### config.mk
export PLATFORM = sky130hd
export DESIGN_NAME = prbs_zero_escape
export DESIGN_NICKNAME = d
export VERILOG_FILES = /design/src/rtl/lfsr_pkg.sv /design/src/rtl/lfsr_zero_detect.sv /design/src/rtl/lfsr_feed_select.sv /design/src/rtl/lfsr_shift_reg.sv /design/src/rtl/prbs_zero_escape.sv
export SDC_FILE = /design/constraint.sdc
export NUM_CORES = 1
export LEC_CHECK = 0
export BUFFER_PORTS_ARGS = -buffer_cell sky130_fd_sc_hd__buf_4
export CORE_ASPECT_RATIO = 1.75
export CORE_MARGIN = 5
export CORE_UTILIZATION = 40
export CTS_BUF_LIST = sky130_fd_sc_hd__clkbuf_8
export DETAILED_ROUTE_END_ITERATION = 16
export PLACE_DENSITY = 0.67
export SLEW_MARGIN = 0
export SYNTH_ARGS = -nofsm -noshare
export SYNTH_HDL_FRONTEND = slang
export SYNTH_SLANG_ARGS = --single-unit
### constraint.sdc
create_clock -name clk -period 2.2 [get_ports clk]
set_clock_uncertainty 0.1 [all_clocks]
set_input_delay 0.33 -clock clk [delete_from_list [all_inputs] [get_ports clk]]
set_output_delay 0.33 -clock clk [all_outputs]
set_load 0.1 [all_outputs]
### src/rtl/lfsr_pkg.sv
package lfsr_pkg;

    localparam int unsigned LFSR_W   = 32;
    localparam int unsigned TAP_W    = 8;
    localparam int unsigned DET_GRP  = 8;

    // Taps at stages 32, 30, 26, 25 (bit index = stage - 1)
    localparam logic [LFSR_W-1:0] TAP_MASK = 32'hA300_0000;

    typedef enum logic [1:0] {
        SRC_FEEDBACK = 2'd0,
        SRC_ESCAPE   = 2'd1,
        SRC_MANUAL   = 2'd2
    } feed_src_e;

    typedef struct packed {
        feed_src_e src;
        logic      value;
    } feed_t;

    function automatic logic tap_parity(input logic [LFSR_W-1:0] s,
                                        input logic [LFSR_W-1:0] m);
        return ^(s & m);
    endfunction

endpackage

### src/rtl/lfsr_zero_detect.sv
module lfsr_zero_detect #(
    parameter int unsigned W   = lfsr_pkg::LFSR_W,
    parameter int unsigned GRP = lfsr_pkg::DET_GRP
) (
    input  logic [W-1:0] state,
    output logic         is_zero
);
    localparam int unsigned N_GRP = W / GRP;

    logic [N_GRP-1:0] grp_any;

    // Two-level NOR: per-group OR, then a final NOR across the groups
    for (genvar g = 0; g < N_GRP; g++) begin : g_grp
        assign grp_any[g] = |state[g*GRP +: GRP];
    end

    assign is_zero = ~|grp_any;

endmodule

### src/rtl/lfsr_feed_select.sv
module lfsr_feed_select
    import lfsr_pkg::*;
#(
    parameter int unsigned         W    = LFSR_W,
    parameter logic [LFSR_W-1:0]   TAPS = TAP_MASK
) (
    input  logic [W-1:0] state,
    input  logic         is_zero,
    input  logic         manual_sel,
    input  logic         manual_bit,
    output feed_t        feed
);
    always_comb begin
        if (manual_sel) begin
            feed.src   = SRC_MANUAL;
            feed.value = manual_bit;
        end else if (is_zero) begin
            feed.src   = SRC_ESCAPE;
            feed.value = 1'b1;
        end else begin
            feed.src   = SRC_FEEDBACK;
            feed.value = tap_parity(LFSR_W'(state), TAPS);
        end
    end

endmodule

### src/rtl/lfsr_shift_reg.sv
module lfsr_shift_reg #(
    parameter int unsigned W = lfsr_pkg::LFSR_W
) (
    input  logic         clk,
    input  logic         rst,
    input  logic         in_bit,
    output logic [W-1:0] state
);
    always_ff @(posedge clk) begin
        if (rst) state <= '0;
        else     state <= {state[W-2:0], in_bit};
    end

    // reset empties every stage
    a_r1_reset_clear: assert property (@(posedge clk)
        rst |=> (state == '0));

    // each stage moves up by one
    a_r2_stage_shift: assert property (@(posedge clk) disable iff (rst)
        1'b1 |=> (state[W-1:1] == $past(state[W-2:0])));

endmodule

### src/rtl/prbs_zero_escape.sv
module prbs_zero_escape
    import lfsr_pkg::*;
#(
    parameter int unsigned W     = LFSR_W,
    parameter int unsigned OUT_W = TAP_W
) (
    input  logic             clk,
    input  logic             rst,
    input  logic             manual_sel,
    input  logic             manual_bit,
    output logic [OUT_W-1:0] tap_out
);
    localparam int unsigned OUT_LSB = W - OUT_W;

    logic [W-1:0] state;
    logic         is_zero;
    feed_t        feed;

    lfsr_zero_detect #(.W(W), .GRP(DET_GRP)) u_det (
        .state   (state),
        .is_zero (is_zero)
    );

    lfsr_feed_select #(.W(W), .TAPS(TAP_MASK)) u_sel (
        .state      (state),
        .is_zero    (is_zero),
        .manual_sel (manual_sel),
        .manual_bit (manual_bit),
        .feed       (feed)
    );

    lfsr_shift_reg #(.W(W)) u_reg (
        .clk    (clk),
        .rst    (rst),
        .in_bit (feed.value),
        .state  (state)
    );

    // the highest OUT_W stages, stage 25 on bit 0
    assign tap_out = state[W-1:OUT_LSB];

    // feedback parity enters stage 1
    a_r3_tap_feedback: assert property (@(posedge clk) disable iff (rst)
        (!manual_sel && state != '0) |=> (state[0] == $past(^(state & TAP_MASK))));

    // an empty register leaves zero after one edge
    a_r4_zero_escape: assert property (@(posedge clk) disable iff (rst)
        (!manual_sel && state == '0) |=> (state == W'(1)));

    // manual bit wins over every other source
    a_r5_manual_load: assert property (@(posedge clk) disable iff (rst)
        manual_sel |=> (state[0] == $past(manual_bit)));

endmodule

==> impl_results.md, run 1 <==
- Cells on worst reg2reg path: 5
- CP Capture Point: tap_out[5]
- Area of the multi-input gates: 327.8 um2
- Crit path DAT: 0.99 ns
- Pwr dens: 945.9 nW/um2
- Sw frac: 18.72%
- Inserted Diodes: 0
- Post-CTS Resized: 0
- Die Footprint: 3804 um2
- Post-CTS Hold Fix Bufs: 0
- Yosys top cell area share: 60.74%
- Fmax: 0.7037 GHz
- Post-DP HPWL: 1.150 mm
- # nets final: 106
- Placement row count: 24
- Max-slew violation count: 0
- H-tree level count: 2
- Core ar.: 2522 um2
- # clock sinks: 32
- CP Cell Sequence: buf_4
- CP bufs+invs: 1
- Tightest Pin Transition: 0.3079 ns
- Share of cells above drive strength 1: 22.55%
- Number of setup violations in the final report: 0
- Fin crit period: 1.421 ns
- Per-cell routed wire length: 12.73 um
- Layer with the highest usage: met2
- Final ANT Viol Nets: 0
- Core Util, Final: 47.67%
- Vias: 606
- Internal Power: 0.9244 mW
- Status: completed
- Area grow syn2layout: 14.00%
- Syn avg cell area: 11.22 um2
- Peak supply drop: 0.4831 mV
- Register area: 640.6 um2
- Post-route DRC: 0
- Critical path peak fanout: 4
- TritonCTS buffer count: 5
- Chip width: 48.82 um
- Initial antenna violation count: 0
- Worst setup SP type: flop
- Critical path data required time: 1.77 ns
- Reg power frac: 51.5%
- Port buffer count: 11
- Synth area leaders: dfxtp_1 (61%), nor2b_1 (17%), buf_4 (6.4%)
- Total GRT Usage: 9.654%
- Sequential area share after synthesis: 60.74%
- Class of the most critical setup path: reg2out
- Fin crit share: 64.60%
- Die height: 77.93 um
- Seq cells post-synth: 32
- Final WL: 1.630 mm
- Most frequent cells in the layout: dfxtp_1 (32), nor2b_1 (28), buf_4 (11), clkbuf_8 (5)
- Biggest register: u_reg.state
- CTS clk-pin slew, worst paths: 0.06 ns
- Clock latency on the worst-skew pair: 0.27 ns
- 1st-iter DRT viols: 5
- Sw Pwr: 0.2129 mW
- Syn nets: 99
- Initial Util: 41.82%
- Leakage: 0.5002 nW
- Cell with the largest stage delay on the worst path: dfxtp_1
- Syn. warnings: 0
- First-pass DRT Iterations: 4
- M2 GR Usage: 15.58%
- Comb power frac: 2.1%
- Global route total overflow: 0
- Setup ws final: 0.7789 ns
- Ports: 12
- Area leader, netlist: dfxtp_1
- Worst r2r src: u_reg.state[24]$_SDFF_PP0_
- CTS tree: done
- Critical Path Source: u_reg.state[29]$_SDFF_PP0_
- Clock group share of total power: 46.4%
- Delay-heaviest family, CP: flip-flops
- Post-Syn Instances: 94
- Largest register FFs: 32
- Fill count: 248
- Most common cell after layout, fill and taps aside: dfxtp_1
- CP endpoint kind: primary output
- Slew headroom: 79.28%
- First-pass GRT wire length: 2.753 mm
- Setup Fix Bufs, Post-CTS: 0
- Routability Congestion: 0.6701
- Dpl ws: 0.8038 ns
- Instance count on the critical path: 1
- Post-Syn Area: 1055 um2
- Vias in the first global route: 644
- Final Power: 1.137 mW
- R2R Path End: u_reg.state[0]$_SDFF_PP0_
- Routed vias/inst: 4.734
- Final instance area: 1202 um2
- Largest net degree at the start of global routing: 33
- MaxCap Viol Count: 0
- CP max stage delay: 0.39 ns
- Clock root cell: clkbuf_8
- RSZ-0062 raised after global routing: false
- HP Class: in2reg
- Synth unique cells: 17
- CTS max path bufs: 2
- Placed cell areas: 1095 um2
- GRT met3 Usage: 4.981%
- Largest registers: u_reg.state x32
- Fin. Hold Viols: 0
- Met1 usage: 9.762%
- Sum Neg Setup Slack: 0 ns
- Flop2flop setup slack: 0.81 ns
[synth_stat cells, drive strengths merged]
cell type,count
buf,9
dfxtp,32
nand2,1
a21oi,1
ha,1
inv,3
nor2,3
clkbuf,2
nor3,1
nor2b,29
xnor2,2
o31a,1
nand4,1
nand3,1
nor4,7
[area by class of cell]
cell class / count / share of cell area (%)
timing repair buffer: 11 / 6.868
multi-input combinational: 48 / 27.26
inverter: 3 / 0.9365
clock inverter: 3 / 3.226
clock buffer: 5 / 5.723
tap: 26 / 2.706
sequential: 32 / 53.28
[power groups by stage]
stage / Sequential [mW] / Clock, mW / Combinational (mW)
after floorplan: 0.598 / 0 / 0.0169
after global placement: 0.599 / 0 / 0.0232
after detailed placement: 0.599 / 0 / 0.0239
after CTS: 0.586 / 0.543 / 0.0240
after global routing: 0.586 / 0.567 / 0.0267
final: 0.586 / 0.527 / 0.0237
[how the worst min path moves through the flow]
stage               slack [ns]  cells past startpoint                    endpoint                  startpoint
detailed placement        0.36                      1  u_reg.state[23]$_SDFF_PP0_  u_reg.state[22]$_SDFF_PP0_
finish                    0.19                      2   u_reg.state[0]$_SDFF_PP0_                  manual_sel
global placement          0.35                      1  u_reg.state[23]$_SDFF_PP0_  u_reg.state[22]$_SDFF_PP0_
CTS                       0.18                      2   u_reg.state[0]$_SDFF_PP0_                  manual_sel
global route              0.20                      2   u_reg.state[0]$_SDFF_PP0_                  manual_sel
floorplan                 0.30                      1  u_reg.state[27]$_SDFF_PP0_                         rst
[metal layers]
layer	routed length, um	share of wire, %	vias to the layer above
met1	684	42	280
met3	99	6.1	6
li1	-	-	306
met5	0	0	-
met4	47	2.9	0
met2	798	49	14
[cell families after synthesis]
family | after synthesis | share of synthesized area [%]
buffers and inverters | 14 | 8.185
flip-flops | 32 | 60.74
adder cells (fa/ha/maj) | 1 | 1.186
AO/OA/AOI/OAI | 2 | 1.305
XOR/XNOR | 2 | 1.661
AND/OR/NAND/NOR | 43 | 26.93
[per-stage QoR]
| stage | instances | hold WS [ns] |
|---|---|---|
| 6_report | 128 | 0.1894 |
| 5_1_grt | 128 | 0.2049 |
| 4_1_cts | 128 | 0.1806 |
| 3_5_place_dp | 120 | 0.3552 |
| 3_3_place_gp | 120 | 0.3491 |
| 2_1_floorplan | 94 | 0.3016 |
No activity file was read; power rests on OpenSTA's default activity.
==> inputs of run 2 (changes only) <==
clock period = 1.4 ns   (was 2.2 ns; I/O delays follow)
==> impl_results.md, run 2 (same netlist as run 1, synthesis figures left out) <==
- Port buffer count: 11 (unchanged)
- Register area: 641.9 um2 (+0.20%)
- # nets final: 106 (unchanged)
- 1st-iter DRT viols: 8 (+3)
- Cells on worst reg2reg path: 5 (unchanged)
- Routability Congestion: 0.6700 (about the same)
- Global route total overflow: 0 (unchanged)
- Number of instances in the placed design: 120 (unchanged)
- Post-DP HPWL: 1.150 mm (unchanged)
- Status: completed
- Most frequent cells in the layout: dfxtp_1 (31), nor2b_1 (28), buf_4 (11), nor4_2 (5), clkbuf_8 (5)
- Cell with the largest stage delay on the worst path: dfxtp_1
- Clock root cell: clkbuf_8
- Largest net degree at the start of global routing: 33 (unchanged)
- Inserted Diodes: 0 (unchanged)
- Final ANT Viol Nets: 0 (unchanged)
- Internal Power: 1.453 mW (+57%)
- Critical path peak fanout: 3 (-1)
- Reg power frac: 51.6% (about the same)
- Sum Neg Setup Slack: 0 ns (unchanged)
- Die Footprint: 3804 um2 (unchanged)
- Peak supply drop: 0.7592 mV (+57%)
- MaxCap Viol Count: 0 (unchanged)
- Critical path data required time: 1.09 ns (-0.68 ns)
- Die height: 77.93 um (unchanged)
- Final WL: 1.713 mm (+5.1%)
- Fill count: 249 (+0.40%)
- Worst setup SP type: flop
- CTS tree: done
- Number of setup violations in the final report: 0 (unchanged)
- Area grow syn2layout: 16.61%
- Pwr dens: 1452 nW/um2 (+54%)
- Area of the multi-input gates: 354.1 um2 (+8.0%)
- Fin crit period: 1.352 ns
- Per-cell routed wire length: 13.38 um (+5.1%)
- Sw frac: 18.62% (-0.10 points)
- Core ar.: 2522 um2 (unchanged)
- Comb power frac: 2.1% (about the same)
- Initial antenna violation count: 0 (unchanged)
- Most common cell after layout, fill and taps aside: dfxtp_1
- Max-slew violation count: 0 (unchanged)
- Placement row count: 24 (unchanged)
- Class of the most critical setup path: reg2out
- Slew headroom: 79.41% (+0.13 points)
- CTS clk-pin slew, worst paths: 0.06 ns (about the same)
- Post-Layout Cell Count: 128 (unchanged)
- Chip width: 48.82 um (unchanged)
- Routed vias/inst: 4.813 (+1.7%)
- Instance count on the critical path: 1 (unchanged)
- Fmax: 0.7397 GHz
- Final instance area: 1230 um2 (+2.3%)
- CTS max path bufs: 2 (unchanged)
- First-pass DRT Iterations: 4 (unchanged)
- RSZ-0062 raised after global routing: false
- Largest register FFs: 32 (unchanged)
- Fin. Hold Viols: 0 (unchanged)
- CP max stage delay: 0.43 ns (+0.04 ns)
- Post-route DRC: 0 (unchanged)
- CP bufs+invs: 1 (unchanged)
- # clock sinks: 32 (unchanged)
- Largest registers: u_reg.state x32
- Tightest Pin Transition: 0.3060 ns (-0.001969 ns)
- CP endpoint kind: primary output
- H-tree level count: 2 (unchanged)
- Clock latency on the worst-skew pair: 0.27 ns (about the same)
- Crit path DAT: 1.04 ns (+0.05 ns)
- Biggest register: u_reg.state
- Total GRT Usage: 10.05% (+0.39 points)
- CP Cell Sequence: buf_4
- Clock group share of total power: 46.3% (about the same)
- First-pass GRT wire length: 2.842 mm (+3.2%)
- Sw Pwr: 0.3326 mW (+56%)
- HP Class: in2reg
- Placed cell areas: 1095 um2 (unchanged)
- TritonCTS buffer count: 5 (unchanged)
- Ports: 12 (unchanged)
- Share of cells above drive strength 1: 28.43% (+5.9 points)
- Leakage: 0.5050 nW (+0.96%)
- Vias in the first global route: 644 (unchanged)
- Fin crit share: 96.57%
- Vias: 616 (+1.7%)
- Worst hold stages: 2 (unchanged)
- Delay-heaviest family, CP: flip-flops
- Initial Util: 41.82% (unchanged)
==> run 2: power by group through the flow <==
| stage | logic (mW) | clock network (mW) | registers [mW] |
|---|---|---|---|
| floorplan | 0.0266 | 0 | 0.940 |
| global placement | 0.0364 | 0 | 0.942 |
| detailed placement | 0.0375 | 0 | 0.941 |
| CTS | 0.0377 | 0.854 | 0.921 |
| global route | 0.0424 | 0.891 | 0.922 |
| finish | 0.0376 | 0.826 | 0.922 |
==> run 2: path summary, 6_finish.rpt <==
check                                                start                          to  slack, ns
worst max-delay path            u_reg.state[31]$_SDFF_PP0_                  tap_out[7]       0.05
worst min-delay path                            manual_sel   u_reg.state[0]$_SDFF_PP0_       0.07
worst max register to register  u_reg.state[25]$_SDFF_PP0_   u_reg.state[0]$_SDFF_PP0_       0.08
worst min register to register  u_reg.state[23]$_SDFF_PP0_  u_reg.state[24]$_SDFF_PP0_       0.37
==> run 2: stage by stage <==
stage | power [mW] | util (%) | setup slack (ns) | hold WS, ns
3_5_place_dp | 0.9790 | 43.40 | 0.003846 | 0.3511
3_3_place_gp | 0.9784 | 43.40 | 0.04538 | 0.3422
2_1_floorplan | 0.9667 | - | 0.06930 | 0.1816
4_1_cts | 1.813 | 48.46 | 0.04173 | 0.06057
5_1_grt | 1.855 | 48.76 | 0.006657 | 0.08486
6_report | 1.786 | 48.76 | 0.04808 | 0.06897
==> run 2: layer usage <==
metal	routed length, um	vias to the layer above	global-route usage [%]	share of wire (%)
met5	0	-	0	0
met4	47	0	5.660	2.7
met3	98	6	4.981	5.7
met2	884	14	16.75	52
met1	682	288	9.893	40
li1	-	308	-	-
==> run 2: cell type report <==
| type | instances | area share [%] |
|---|---|---|
| flip-flops and latches | 32 | 52.19 |
| multi-input cells | 48 | 28.79 |
| repair buffers | 11 | 6.714 |
| clock buffers | 5 | 5.595 |
| clock inverters | 3 | 3.154 |
| well taps | 26 | 2.645 |
| inverters | 3 | 0.9156 |
==> run 2: timing repair <==
| item | in CTS | in global routing |
|---|---|---|
| gates resized for setup | 2 | 4 |
| cloned | 0 | 0 |
| setup buffers | 0 | 0 |
| endpoints found under the setup margin | 1 | 1 |
| hold buffers | 0 | 0 |
==> inputs of run 3 (changes only) <==
MAX_ROUTING_LAYER = met4   (was default)
==> impl_results.md, run 3 (same netlist as run 1, synthesis figures left out) <==
- Number of instances in the placed design: 120 (unchanged)
- Tightest Pin Transition: 0.3249 ns (+0.01891 ns)
- Largest register FFs: 32 (unchanged)
- TritonCTS buffer count: 5 (unchanged)
- Setup Fix Bufs, Post-CTS: 0 (unchanged)
- # clock sinks: 32 (unchanged)
- HP Class: in2reg
- Largest net degree at the start of global routing: 33 (unchanged)
- MaxCap Viol Count: 0 (unchanged)
- Fin crit share: 95.30% (-1.3 points)
- RSZ-0062 raised after global routing: false
- Clock latency on the worst-skew pair: 0.27 ns (about the same)
- Pwr dens: 1452 nW/um2 (about the same)
- Delay-heaviest family, CP: flip-flops
- First-pass GRT wire length: 2.849 mm (+0.25%)
- H-tree level count: 2 (unchanged)
- Vias in the first global route: 646 (+0.31%)
- Instance count on the critical path: 1 (unchanged)
- Routability Congestion: 0.6766 (+0.99%)
- Chip width: 48.82 um (unchanged)
- CP Cell Sequence: buf_4
- Hold Crit Start: manual_sel
- Most frequent cells in the layout: dfxtp_1 (31), nor2b_1 (28), buf_4 (11), nor4_2 (5), clkbuf_8 (5)
- CP bufs+invs: 1 (unchanged)
- CP max stage delay: 0.42 ns (about the same)
- Flop2flop setup slack: 0.08 ns (about the same)
- Die Footprint: 3804 um2 (unchanged)
- Max-slew violation count: 0 (unchanged)
- Clock root cell: clkbuf_8
- CTS max path bufs: 2 (unchanged)
- Most common cell after layout, fill and taps aside: dfxtp_1
- Post-route DRC: 0 (unchanged)
- Share of cells above drive strength 1: 28.43% (unchanged)
- Area of the multi-input gates: 354.1 um2 (unchanged)
- Sum Neg Setup Slack: 0 ns (unchanged)
- Fin. Hold Viols: 0 (unchanged)
- Inserted Diodes: 0 (unchanged)
- Routed vias/inst: 4.766 (-0.97%)
- Fill count: 249 (unchanged)
- Fin crit period: 1.334 ns (-0.01765 ns)
- Biggest register: u_reg.state
- CTS clk-pin slew, worst paths: 0.06 ns (about the same)
- Worst hold stages: 2 (unchanged)
- R2R Path End: u_reg.state[0]$_SDFF_PP0_
- Number of setup violations in the final report: 0 (unchanged)
- Per-cell routed wire length: 13.32 um (-0.47%)
- Leakage: 0.5050 nW (unchanged)
- Register area: 641.9 um2 (unchanged)
- Area grow syn2layout: 16.61% (unchanged)
- Cells on worst reg2reg path: 5 (unchanged)
- CP endpoint kind: primary output
- Fmax: 0.7495 GHz (+1.3%)
- Critical path data required time: 1.09 ns (about the same)
- Worst r2r src: u_reg.state[25]$_SDFF_PP0_
- Class of the most critical setup path: reg2out
- Post-Layout Cell Count: 128 (unchanged)
- First-pass DRT Iterations: 2 (-2)
- Worst setup SP type: flop
- 1st-iter DRT viols: 7 (-1)
- Status: completed
- Die height: 77.93 um (unchanged)
- Largest registers: u_reg.state x32
- Port buffer count: 11 (unchanged)
- Slew headroom: 78.14% (-1.3 points)
- Global route total overflow: 0 (unchanged)
- Final ANT Viol Nets: 0 (unchanged)
- Placement row count: 24 (unchanged)
- Crit path DAT: 1.02 ns (-0.02 ns)
- Initial antenna violation count: 0 (unchanged)
- Total GRT Usage: 10.34% (+0.29 points)
- Critical path peak fanout: 3 (unchanged)
- Post-DP HPWL: 1.150 mm (unchanged)
- Vias: 610 (-0.97%)
- # nets final: 106 (unchanged)
- Hold WS: 0.06935 ns (+0.0003795 ns)
- CTS tree: done
- Peak supply drop: 0.7592 mV (about the same)
- Core ar.: 2522 um2 (unchanged)
- Initial Util: 41.82% (unchanged)
- Cell with the largest stage delay on the worst path: dfxtp_1
- Ports: 12 (unchanged)
- Hold endpoint: u_reg.state[0]$_SDFF_PP0_
- Final WL: 1.705 mm (-0.47%)
[run 3: cell counts in the layout (fill, tap and decap cells not counted)]
No cell type changed its count.
[run 3: how the worst max path moves through the flow]
stage                          startpoint                   endpoint  slack, ns
6_report       u_reg.state[31]$_SDFF_PP0_                 tap_out[7]       0.07
5_1_grt        u_reg.state[31]$_SDFF_PP0_                 tap_out[7]      0.007
4_1_cts        u_reg.state[31]$_SDFF_PP0_                 tap_out[7]       0.04
3_5_place_dp   u_reg.state[24]$_SDFF_PP0_  u_reg.state[0]$_SDFF_PP0_      0.004
3_3_place_gp   u_reg.state[24]$_SDFF_PP0_  u_reg.state[0]$_SDFF_PP0_       0.05
2_1_floorplan  u_reg.state[24]$_SDFF_PP0_  u_reg.state[0]$_SDFF_PP0_       0.07
[run 3: cell type report]
| cell class | count | area share [%] |
|---|---|---|
| clock buffer | 5 | 5.595 |
| clock inverter | 3 | 3.154 |
| inverter | 3 | 0.9156 |
| multi-input combinational | 48 | 28.79 |
| sequential | 32 | 52.19 |
| tap | 26 | 2.645 |
| timing repair buffer | 11 | 6.714 |
[run 3: what timing repair did]
item,in CTS,in global routing
gates resized for setup,2,4
endpoints found under the setup margin,1,1
hold buffers,0,0
[run 3: stage by stage]
| step | instance area [um2] | utilization [%] | worst slack, ns | power (mW) |
|---|---|---|---|---|
| 6_report | 1230 | 48.76 | 0.06573 | 1.786 |
| 5_1_grt | 1230 | 48.76 | 0.006684 | 1.855 |
| 3_5_place_dp | 1095 | 43.40 | 0.003846 | 0.9790 |
| 4_1_cts | 1222 | 48.46 | 0.04173 | 1.813 |
| 3_3_place_gp | 1095 | 43.40 | 0.04538 | 0.9784 |
| 2_1_floorplan | 1055 | - | 0.06930 | 0.9667 |
[run 3: report_power, final]
group | switching, mW | internal, mW | leakage, nW
Sequential | 0.00464 | 0.917 | 0.259
Combinational | 0.0216 | 0.0162 | 0.187
Clock | 0.306 | 0.520 | 0.0593
[run 3: per-layer routing]
layer,global-route usage [%],vias to the layer above,routed length [um]
met4,5.660,0,29
met1,9.893,284,680
li1,-,307,-
met2,16.75,14,894
met3,4.981,5,100
met5,-,-,0
